## src/rtl/mt_pkg.sv

```systemverilog
package mt_pkg;
  localparam logic [3:0] GLB_EN   = 4'h0;
  localparam logic [3:0] GLB_MODE = 4'h1;
  localparam logic [3:0] OFS_PRE  = 4'h3;
  localparam logic [3:0] OFS_PLC  = 4'h4;
  localparam logic [3:0] OFS_STAT = 4'h5;
  localparam logic [3:0] OFS_CLR  = 4'h6;
  localparam logic [3:0] OFS_IE   = 4'h7;
  localparam logic [3:0] OFS_CAP  = 4'h8;
  localparam logic [3:0] OFS_BUSY = 4'h9;
endpackage

```

## src/rtl/mt_counter.sv

```systemverilog
module mt_counter #(
  parameter int CW   = 32,
  parameter int NCMP = 3,
  parameter int SELW = 2
) (
  input  logic            clk,
  input  logic            rst_n,
  input  logic            en_i,
  input  logic            free_i,
  input  logic [SELW-1:0] plsel_i,
  input  logic [CW-1:0]   preload_i,
  input  logic [NCMP-1:0] hit_i,
  output logic [CW-1:0]   cnt_o
);
  logic          reload;
  logic [CW-1:0] cnt_d;

  always_comb begin
    reload = 1'b0;
    for (int k = 0; k < NCMP; k++) begin
      if (!free_i && plsel_i == SELW'(k + 1) && hit_i[k]) reload = 1'b1;
    end
    cnt_d = reload ? preload_i : cnt_o + CW'(1);
  end

  always_ff @(posedge clk or negedge rst_n) begin
    if (!rst_n)     cnt_o <= '0;
    else if (en_i)  cnt_o <= cnt_d;
  end

  // disabled counter holds
  p_hold_r1: assert property (@(posedge clk) disable iff (!rst_n)
    !en_i |=> $stable(cnt_o));
  // free-running step with natural wrap
  p_free_step_r2: assert property (@(posedge clk) disable iff (!rst_n)
    (en_i && free_i) |=> cnt_o == $past(cnt_o) + CW'(1));
  // select 0 never reloads
  p_sel_zero_r4: assert property (@(posedge clk) disable iff (!rst_n)
    (en_i && plsel_i == '0) |=> cnt_o == $past(cnt_o) + CW'(1));
endmodule

```

## src/rtl/mt_match.sv

```systemverilog
module mt_match #(
  parameter int CW   = 32,
  parameter int NCMP = 3
) (
  input  logic               clk,
  input  logic               rst_n,
  input  logic               en_i,
  input  logic [CW-1:0]      cnt_i,
  input  logic [NCMP*CW-1:0] match_i,
  input  logic [NCMP-1:0]    clr_i,
  input  logic [NCMP-1:0]    ie_i,
  output logic [NCMP-1:0]    hit_o,
  output logic [NCMP-1:0]    stat_o,
  output logic               irq_o
);
  logic [NCMP-1:0] stat_d;
  logic            irq_d;

  for (genvar k = 0; k < NCMP; k++) begin : g_cmp
    assign hit_o[k] = en_i && (cnt_i == match_i[k*CW +: CW]);
  end

  always_comb begin
    stat_d = (stat_o & ~clr_i) | hit_o;
    irq_d  = |(stat_o & ie_i);
  end

  always_ff @(posedge clk or negedge rst_n) begin
    if (!rst_n) begin
      stat_o <= '0;
      irq_o  <= 1'b0;
    end else begin
      stat_o <= stat_d;
      irq_o  <= irq_d;
    end
  end

  // uncleared status stays set
  p_sticky_r5: assert property (@(posedge clk) disable iff (!rst_n)
    1'b1 |=> ((stat_o & $past(stat_o & ~clr_i)) == $past(stat_o & ~clr_i)));
  // a match sets its bit even under a clear
  p_hit_sets_r6: assert property (@(posedge clk) disable iff (!rst_n)
    (|hit_o) |=> ((stat_o & $past(hit_o)) == $past(hit_o)));
  // no enabled status, no interrupt next cycle
  p_irq_quiet_r7: assert property (@(posedge clk) disable iff (!rst_n)
    !(|(stat_o & ie_i)) |=> !irq_o);
endmodule

```

## src/rtl/mt_capture.sv

```systemverilog
module mt_capture #(
  parameter int CW  = 32,
  parameter int DLY = 4
) (
  input  logic          clk,
  input  logic          rst_n,
  input  logic          cap_we_i,
  input  logic [CW-1:0] cnt_i,
  output logic [CW-1:0] cap_o,
  output logic          busy_o
);
  localparam int BW = $clog2(DLY + 1);

  logic [BW-1:0] wait_q, wait_d;
  logic [CW-1:0] samp_q, samp_d, cap_d;

  always_comb begin
    cap_d  = (wait_q == BW'(1)) ? samp_q : cap_o;
    samp_d = cap_we_i ? cnt_i : samp_q;
    if (cap_we_i)           wait_d = BW'(DLY);
    else if (wait_q != '0)  wait_d = wait_q - BW'(1);
    else                    wait_d = wait_q;
  end

  always_ff @(posedge clk or negedge rst_n) begin
    if (!rst_n) begin
      wait_q <= '0;
      samp_q <= '0;
      cap_o  <= '0;
    end else begin
      wait_q <= wait_d;
      samp_q <= samp_d;
      cap_o  <= cap_d;
    end
  end

  assign busy_o = (wait_q != '0);

  // the visible capture moves only when the delay expires
  p_cap_hold_r8: assert property (@(posedge clk) disable iff (!rst_n)
    (wait_q != BW'(1)) |=> $stable(cap_o));
  // a capture write makes the block busy
  p_busy_r8: assert property (@(posedge clk) disable iff (!rst_n)
    cap_we_i |=> busy_o);
endmodule

```

## src/rtl/mt_timer_top.sv

```systemverilog
module mt_timer_top import mt_pkg::*; #(
  parameter int N_CNT     = 3,
  parameter int N_CMP     = 3,
  parameter int CW        = 32,
  parameter int AW        = 8,
  parameter int CAP_DELAY = 4
) (
  input  logic             clk,
  input  logic             rst_n,
  input  logic             bus_wr,
  input  logic [AW-1:0]    bus_addr,
  input  logic [CW-1:0]    bus_wdata,
  output logic [CW-1:0]    bus_rdata,
  output logic [N_CNT-1:0] irq_o
);
  localparam int SELW  = $clog2(N_CMP + 1);
  localparam int PAGEW = AW - 4;

  logic [PAGEW-1:0] page;
  logic [3:0]       ofs;
  logic             glb_w;
  logic [N_CNT-1:0] en_q, en_d, free_q, free_d;
  logic [CW-1:0]    slot_rd [N_CNT];

  assign page  = bus_addr[AW-1:4];
  assign ofs   = bus_addr[3:0];
  assign glb_w = bus_wr && (page == '0);

  always_comb begin
    en_d   = (glb_w && ofs == GLB_EN)   ? bus_wdata[N_CNT-1:0] : en_q;
    free_d = (glb_w && ofs == GLB_MODE) ? bus_wdata[N_CNT-1:0] : free_q;
  end

  always_ff @(posedge clk or negedge rst_n) begin
    if (!rst_n) begin
      en_q   <= '0;
      free_q <= '0;
    end else begin
      en_q   <= en_d;
      free_q <= free_d;
    end
  end

  for (genvar c = 0; c < N_CNT; c++) begin : g_cnt
    logic               sel_w;
    logic [N_CMP*CW-1:0] match_q, match_d;
    logic [CW-1:0]      pre_q, pre_d;
    logic [SELW-1:0]    plc_q, plc_d;
    logic [N_CMP-1:0]   ie_q, ie_d, clr, hit, stat;
    logic               cap_we, busy, irq_b;
    logic [CW-1:0]      cnt, capv, rd;

    assign sel_w  = bus_wr && (page == PAGEW'(c + 1));
    assign clr    = (sel_w && ofs == OFS_CLR) ? bus_wdata[N_CMP-1:0] : '0;
    assign cap_we = sel_w && (ofs == OFS_CAP);

    always_comb begin
      match_d = match_q;
      for (int k = 0; k < N_CMP; k++) begin
        if (sel_w && ofs == 4'(k)) match_d[k*CW +: CW] = bus_wdata;
      end
      pre_d = (sel_w && ofs == OFS_PRE) ? bus_wdata            : pre_q;
      plc_d = (sel_w && ofs == OFS_PLC) ? bus_wdata[SELW-1:0]  : plc_q;
      ie_d  = (sel_w && ofs == OFS_IE)  ? bus_wdata[N_CMP-1:0] : ie_q;
    end

    always_ff @(posedge clk or negedge rst_n) begin
      if (!rst_n) begin
        match_q <= '0;
        pre_q   <= '0;
        plc_q   <= '0;
        ie_q    <= '0;
      end else begin
        match_q <= match_d;
        pre_q   <= pre_d;
        plc_q   <= plc_d;
        ie_q    <= ie_d;
      end
    end

    always_comb begin
      rd = '0;
      for (int k = 0; k < N_CMP; k++) begin
        if (ofs == 4'(k)) rd = match_q[k*CW +: CW];
      end
      case (ofs)
        OFS_PRE:  rd = pre_q;
        OFS_PLC:  rd[SELW-1:0]  = plc_q;
        OFS_STAT: rd[N_CMP-1:0] = stat;
        OFS_IE:   rd[N_CMP-1:0] = ie_q;
        OFS_CAP:  rd = capv;
        OFS_BUSY: rd[0] = busy;
        default:  ;
      endcase
    end
    assign slot_rd[c] = rd;

    mt_match #(.CW(CW), .NCMP(N_CMP)) u_match (
      .clk(clk), .rst_n(rst_n), .en_i(en_q[c]), .cnt_i(cnt),
      .match_i(match_q), .clr_i(clr), .ie_i(ie_q),
      .hit_o(hit), .stat_o(stat), .irq_o(irq_b));

    mt_counter #(.CW(CW), .NCMP(N_CMP), .SELW(SELW)) u_counter (
      .clk(clk), .rst_n(rst_n), .en_i(en_q[c]), .free_i(free_q[c]),
      .plsel_i(plc_q), .preload_i(pre_q), .hit_i(hit), .cnt_o(cnt));

    mt_capture #(.CW(CW), .DLY(CAP_DELAY)) u_capture (
      .clk(clk), .rst_n(rst_n), .cap_we_i(cap_we), .cnt_i(cnt),
      .cap_o(capv), .busy_o(busy));

    assign irq_o[c] = irq_b;

    // a disabled counter raises no new status bit
    p_off_no_set_r9: assert property (@(posedge clk) disable iff (!rst_n)
      !en_q[c] |=> ((stat & ~$past(stat)) == '0));
  end

  always_comb begin
    bus_rdata = '0;
    if (page == '0) begin
      if (ofs == GLB_EN)        bus_rdata[N_CNT-1:0] = en_q;
      else if (ofs == GLB_MODE) bus_rdata[N_CNT-1:0] = free_q;
    end else begin
      for (int c = 0; c < N_CNT; c++) begin
        if (page == PAGEW'(c + 1)) bus_rdata = slot_rd[c];
      end
    end
  end
endmodule

```

## config.mk

```make
export PLATFORM = sky130hd
export DESIGN_NAME = mt_timer_top
export DESIGN_NICKNAME = d
export VERILOG_FILES = /design/src/rtl/mt_pkg.sv /design/src/rtl/mt_counter.sv /design/src/rtl/mt_match.sv /design/src/rtl/mt_capture.sv /design/src/rtl/mt_timer_top.sv
export SDC_FILE = /design/constraint.sdc
export NUM_CORES = 2
export LEC_CHECK = 0
export ABC_AREA = 0
export ABC_CLOCK_PERIOD_IN_PS = 3430
export BUFFER_PORTS_ARGS = -buffer_cell sky130_fd_sc_hd__buf_4
export CAP_MARGIN = 20
export CORE_MARGIN = 2
export CORE_UTILIZATION = 55
export DETAILED_ROUTE_END_ITERATION = 10
export PLACE_DENSITY_LB_ADDON = 0.1
export SETUP_SLACK_MARGIN = 0.2
export SLEW_MARGIN = 20
export SYNTH_ARGS = -nofsm -noshare
export SYNTH_HDL_FRONTEND = slang
export SYNTH_SLANG_ARGS = --single-unit
```

## constraint.sdc

```tcl
create_clock -name clk -period 3.43 [get_ports clk]
set_clock_uncertainty 0.2 [all_clocks]
set_input_delay 0.686 -clock clk [delete_from_list [all_inputs] [get_ports clk]]
set_output_delay 0.686 -clock clk [all_outputs]
set_load 0.02 [all_outputs]
```

======== Word level (Yosys, flattened, before mapping) ========
Index checks and enable logic that the tools add are counted.
word-level totals
  register bits after elaboration ......... 714
  input port bits ......................... 43
  output and inout bits ................... 35
  logic and storage cells ................. 209
operators by class
  add/subtract/negate cells ............... 6
  eq/ne operators ......................... 33
  multiplexer cells ....................... 49
  bitwise gates (word level) .............. 12
  reduce and logical (&&, ||, !) cells .... 71
operator list
  cell                   count
  $mux 32                15
  $eq 32x32->1           9
  $pmux 29 s2            3
  $add 32x1->32 const B  3
  $logic_and 1x1->1      57
  $mux 3                 12
  $mux 29                1
  $and 3x3->3            6
  $pmux 1 s6             3
  $eq 4x2->1 const B     4
  $eq 4x3->1 const B     4
  $pmux 1 s5             3
  $eq 2x2->1 const B     6
  $pmux 1 s4             3
  $eq 3x1->1 const B     3
  $mux 1                 9
  $not 3->3              3
  $or 3x3->3             3
  $reduce_bool 3->1      3
  $reduce_or 3->1        3
  $sub 3x1->3 const B    3
  $eq 4x1->1 const B     2
  $eq 4x4->1 const B     2
  $logic_not 4->1        2
  3 further kinds        9

======== Depth between registers and ports, before layout ========
  depth in word-level cells ............... 9
  gate-level depth with buffers ........... 11
  gate-level depth less buffers ........... 9

======== Cells and area by module ========
From an unflattened synthesis, not the netlist that was laid out.
second synthesis, totals
  cell total of the unflattened synthesis .. 3268
  area total of the unflattened synthesis .. 38006.5 um^2
by module, submodules not included
  module        instances  cells an instance  area an instance (um^2)
  mt_timer_top  1          1582               19846.5
  mt_capture    3          154                2718.9
  mt_counter    3          264                2112.0
  mt_match      3          144                1222.4

======== Worst setup path after synthesis ========
OpenSTA, ideal clock, no wires.
  path type ............................... input to output
  start ................................... input bus_addr[1]
  end ..................................... output bus_rdata[4]
  arrival time ............................ 3.244 ns
  data required time ...................... 2.544 ns
  slack ................................... -0.700 ns
  stages .................................. 9
  buffers on the path ..................... 3
  path through ............................ clkbuf_1 inv_1 nor4_1 clkbuf_1 buf_1 a22oi_1 a21oi_1 a21oi_1 a311oi_1
between the ends
  word-level cells in the longest chain between the ends .. 9
RTL lines
  item                   RTL line             source
  from (decl)            mt_timer_top.sv:11   input logic [AW-1:0] bus_addr,
  $logic_not 4->1        mt_timer_top.sv:84   if (ofs == 4'(k)) rd = match_q[k*CW +: CW];
  $mux 32 (3 in series)  mt_timer_top.sv:84
  $pmux 29 s2            mt_timer_top.sv:86   case (ofs)
  $mux 32 (2 in series)  mt_timer_top.sv:125  if (page == PAGEW'(c + 1)) bus_rdata = slot_rd[c];
  $mux 32 *              mt_timer_top.sv:125
  $mux 29 *              mt_timer_top.sv:120  if (page == '0) begin
  to (decl)              mt_timer_top.sv:13   output logic [CW-1:0] bus_rdata,
Mark *: on every way between the ends. The rest lies on a longest branch, timed or not.

======== Worst setup path after layout ========
  start ................................... input bus_addr[0]
  end ..................................... output bus_rdata[3]
The elaborated chain is that of the path after synthesis.

==> flow_metrics.env <==
export IMPL_dp_slack_ps=-387.0
export IMPL_cellLeakagePower_nw=21.78
export IMPL_crit_family="buffers and inverters"
export IMPL_port_buffers=77
export IMPL_cp_arrival_ps=2760
export IMPL_initial_core_util_pct=55.43
export IMPL_cts_buffers=80
export IMPL_drtAntennaViolNets=0
export IMPL_drt_iter0_drc=4209
export IMPL_grt_pass1_vias=31060
export IMPL_setup_viol=29
export IMPL_ys_seq_area_share_pct=48.08
export IMPL_synthTopCellsByArea="dfrtp_1 (48%), mux2_2 (17%), xor2_1 (3.8%)"
export IMPL_slowest_delay_ps=470
export IMPL_synth_most_common_cell="dfrtp_1"
export IMPL_yosys_warnings=0
export IMPL_grt_first_pass_wirelength_um=216700
export IMPL_wl_um=151300
export IMPL_hpwlAfterDp_um=108400
export IMPL_synth_cell_area_um2=37160
export IMPL_post_synth_top_area_cell="dfrtp_1"
export IMPL_path_max_fanout=6
export IMPL_violations="setup timing"
export IMPL_post_route_period_util_pct=106.2
export IMPL_root_buffer="clkbuf_16"
export IMPL_final_cell_area_um2=46570
export IMPL_powerDensity_nw_per_um2=482.0
export IMPL_row_count=95
export IMPL_worstMarginPinSlew_ps=883.5
export IMPL_cts_buffer_depth=3
export IMPL_post_route_drc_count=0
export IMPL_synth_edf_count=0
export IMPL_rsz0062_at_grt="true"
export IMPL_cts_tree="yes"
export IMPL_fp_dieW_um=263.9
export IMPL_grt_max_degree=105
export IMPL_finalSetupTns_ps=-1981
export IMPL_crit_type="input port to output pin"
export IMPL_drv_slew=0
export IMPL_vias=31520
export IMPL_fmax_mhz=274.4
export IMPL_ys_types=83
export IMPL_cts_sinks=714
export IMPL_path_buf_inv=6
export IMPL_clk_latency_ps=660
export IMPL_area_growth_pct=25.32
export IMPL_post_route_min_period_ps=3644
export IMPL_dieArea_um2=69660
export IMPL_cp_slowest_cell="a222oi_1"
export IMPL_groute_usage_overall_pct=42.57
export IMPL_crit_path_frequent_cell="buf_12"
export IMPL_synth_top_area_share_pct=48.08
export IMPL_status="finished, violations left"
export IMPL_synth_nets=3407
export IMPL_worstPathCellList="buf_8 > buf_12 > nand2_4 > nor3_4 > buf_12 > buf_12 > buf_8 > a222oi_1 > a21oi_2 > or3_4 > buf_6"
export IMPL_ys_ff_latch=714
export IMPL_wl_per_cell_um=33.02
export IMPL_async_flop_share_pct=100.0
export IMPL_cts_htree_levels=3
export IMPL_io_pins=78
export IMPL_worst_slack_ps=-214.0
export IMPL_die_height_um=263.9
export IMPL_synthTopCellsByCount="dfrtp_1 (714), mux2_2 (576), clkbuf_1 (224), xor2_1 (162), nand2_1 (161)"
export IMPL_n_antenna_cell=0
export IMPL_syn_avg_cell_area_um2=11.09
export IMPL_place_area_um2=40800
export IMPL_clk_pin_slew_ps=60
export IMPL_critical_path_endpoint_type="output pin"
export IMPL_cp_required_ps=2540
export IMPL_fin_nets=3701
export IMPL_slew_headroom_pct=41.10
export IMPL_max_cap_viol_count=0
export IMPL_final_core_util_pct=69.46
export IMPL_antenna_found_initial=5
export IMPL_drive_gt1_share_pct=39.02
export IMPL_synth_ff_type="dfrtp_1"
export IMPL_hold_path_class="input port to flop"
export IMPL_overflow=0
export IMPL_worstSetupStartpointType="input port"
export IMPL_core_area_um2=67040
export IMPL_place_congestion=1.031
export IMPL_ir_drop_mv=0.5818
export IMPL_firstDrtPassIters=10
export IMPL_hold_violations=0
export IMPL_synthCells=3352
export IMPL_via_per_inst=6.881
[through the flow]
stage                     cells  total power, mW  hold slack (ps)
after detailed placement   4335            12.71            264.9
after global routing       4581            23.06            262.0
final                      4581            22.45            255.7
after CTS                  4523            22.07            248.5
after global placement     4335            12.64            255.5
after floorplan            3352            11.12            190.4
[cells in the final DEF, fill, tap and decap left out, types with 64 or more instances in the layout]
cell / count
buf_12: 65
clkbuf_16: 86
xor2_1: 158
nand2_1: 154
a22oi_1: 112
a21oi_1: 94
buf_4: 335
mux2_2: 563
o21ai_0: 92
xnor2_1: 116
inv_1: 72
buf_6: 76
nand3_1: 84
nor4_1: 64
dfrtp_1: 690
nand4_1: 79
nor2_1: 89
a222oi_1: 73
[logic make-up (layout without fill, tap and decap cells)]
kind of cell,Yosys count,in the layout,synth area share [%]
buf+inv,375,731,4.064
flops,714,714,48.08
simple gates,751,751,10.84
compound gates,590,590,11.15
xor+xnor,294,294,6.930
mux,616,616,18.53
fa+ha+maj,12,12,0.4040
[routing by layer]
layer	up-vias	part of all wire (%)	track usage, %
li1	12930	-	-
met1	16070	39	58.24
met2	2074	44	64.15
met3	446	11	9.517
met4	0	6.0	21.07
met5	-	0	0
[registers in the layout (all words and copies together), names as in the netlist]
name                    flops
free_q                      3
g_cnt.u_match.stat_o        9
g_cnt.pre_q                96
en_q                        3
g_cnt.ie_q                  9
g_cnt.match_q             288
g_cnt.u_capture.samp_q     96
g_cnt.u_counter.cnt_o      96
g_cnt.u_capture.cap_o      96
g_cnt.plc_q                 6
g_cnt.u_match.irq_o         3
g_cnt.u_capture.wait_q      9
[layout make-up]
| cell class | instances | area (um^2) |
|---|---|---|
| inverter | 73 | 286.5 |
| fill | 4844 | 20470 |
| multi-input combinational | 2263 | 19050 |
| timing repair buffer | 514 | 5403 |
| tap | 873 | 1092 |
| clock buffer | 111 | 2258 |
| clock inverter | 33 | 576.8 |
| sequential | 714 | 17900 |
[final timing paths]
check | start | end | slack (ps) | depth (start not counted)
setup reg to reg | g_cnt[1].u_counter.cnt_o[0] | g_cnt[1].u_counter.cnt_o[2] | 140 | 12
min in group asynchronous | rst_n | g_cnt[0].u_capture.cap_o[3] | 360 | 2
hold reg to reg | g_cnt[0].u_capture.samp_q[22] | g_cnt[0].u_capture.samp_q[22] | 280 | 2
setup / recovery | bus_addr[0] | bus_rdata[3] | -210 | 11
max in group asynchronous | rst_n | g_cnt[2].u_counter.cnt_o[21] | 1620 | 3
hold / removal | bus_wdata[25] | g_cnt[2].pre_q[25] | 260 | 2
[power by group]
group | switching [mW] | leakage, nW | internal (mW)
combinational | 2.19 | 10.6 | 1.57
clock | 3.76 | 1.38 | 5.55
sequential | 0.554 | 9.77 | 8.82
[timing repair]
action                                  CTS  global route
cloned                                   10             6
gates resized for setup                 227           174
hold endpoints to repair                 43             0
hold buffers                              1             0
endpoints found under the setup margin  107           102
setup buffers                            33            52
pin swaps                                97            98
[worst reg2reg max path, cell delays in order (launching register included)]
cell and delay [ps]:
dfrtp_2 480, buf_6 160, xor2_4 170, or4_4 460, nor4_4 210, buf_4 170, nand4b_1 80, a21bo_2 250
a21oi_4 190, buf_6 140, buf_12 140, mux2_4 310, a22o_1 230
No activity file was read; power rests on OpenSTA's default activity.
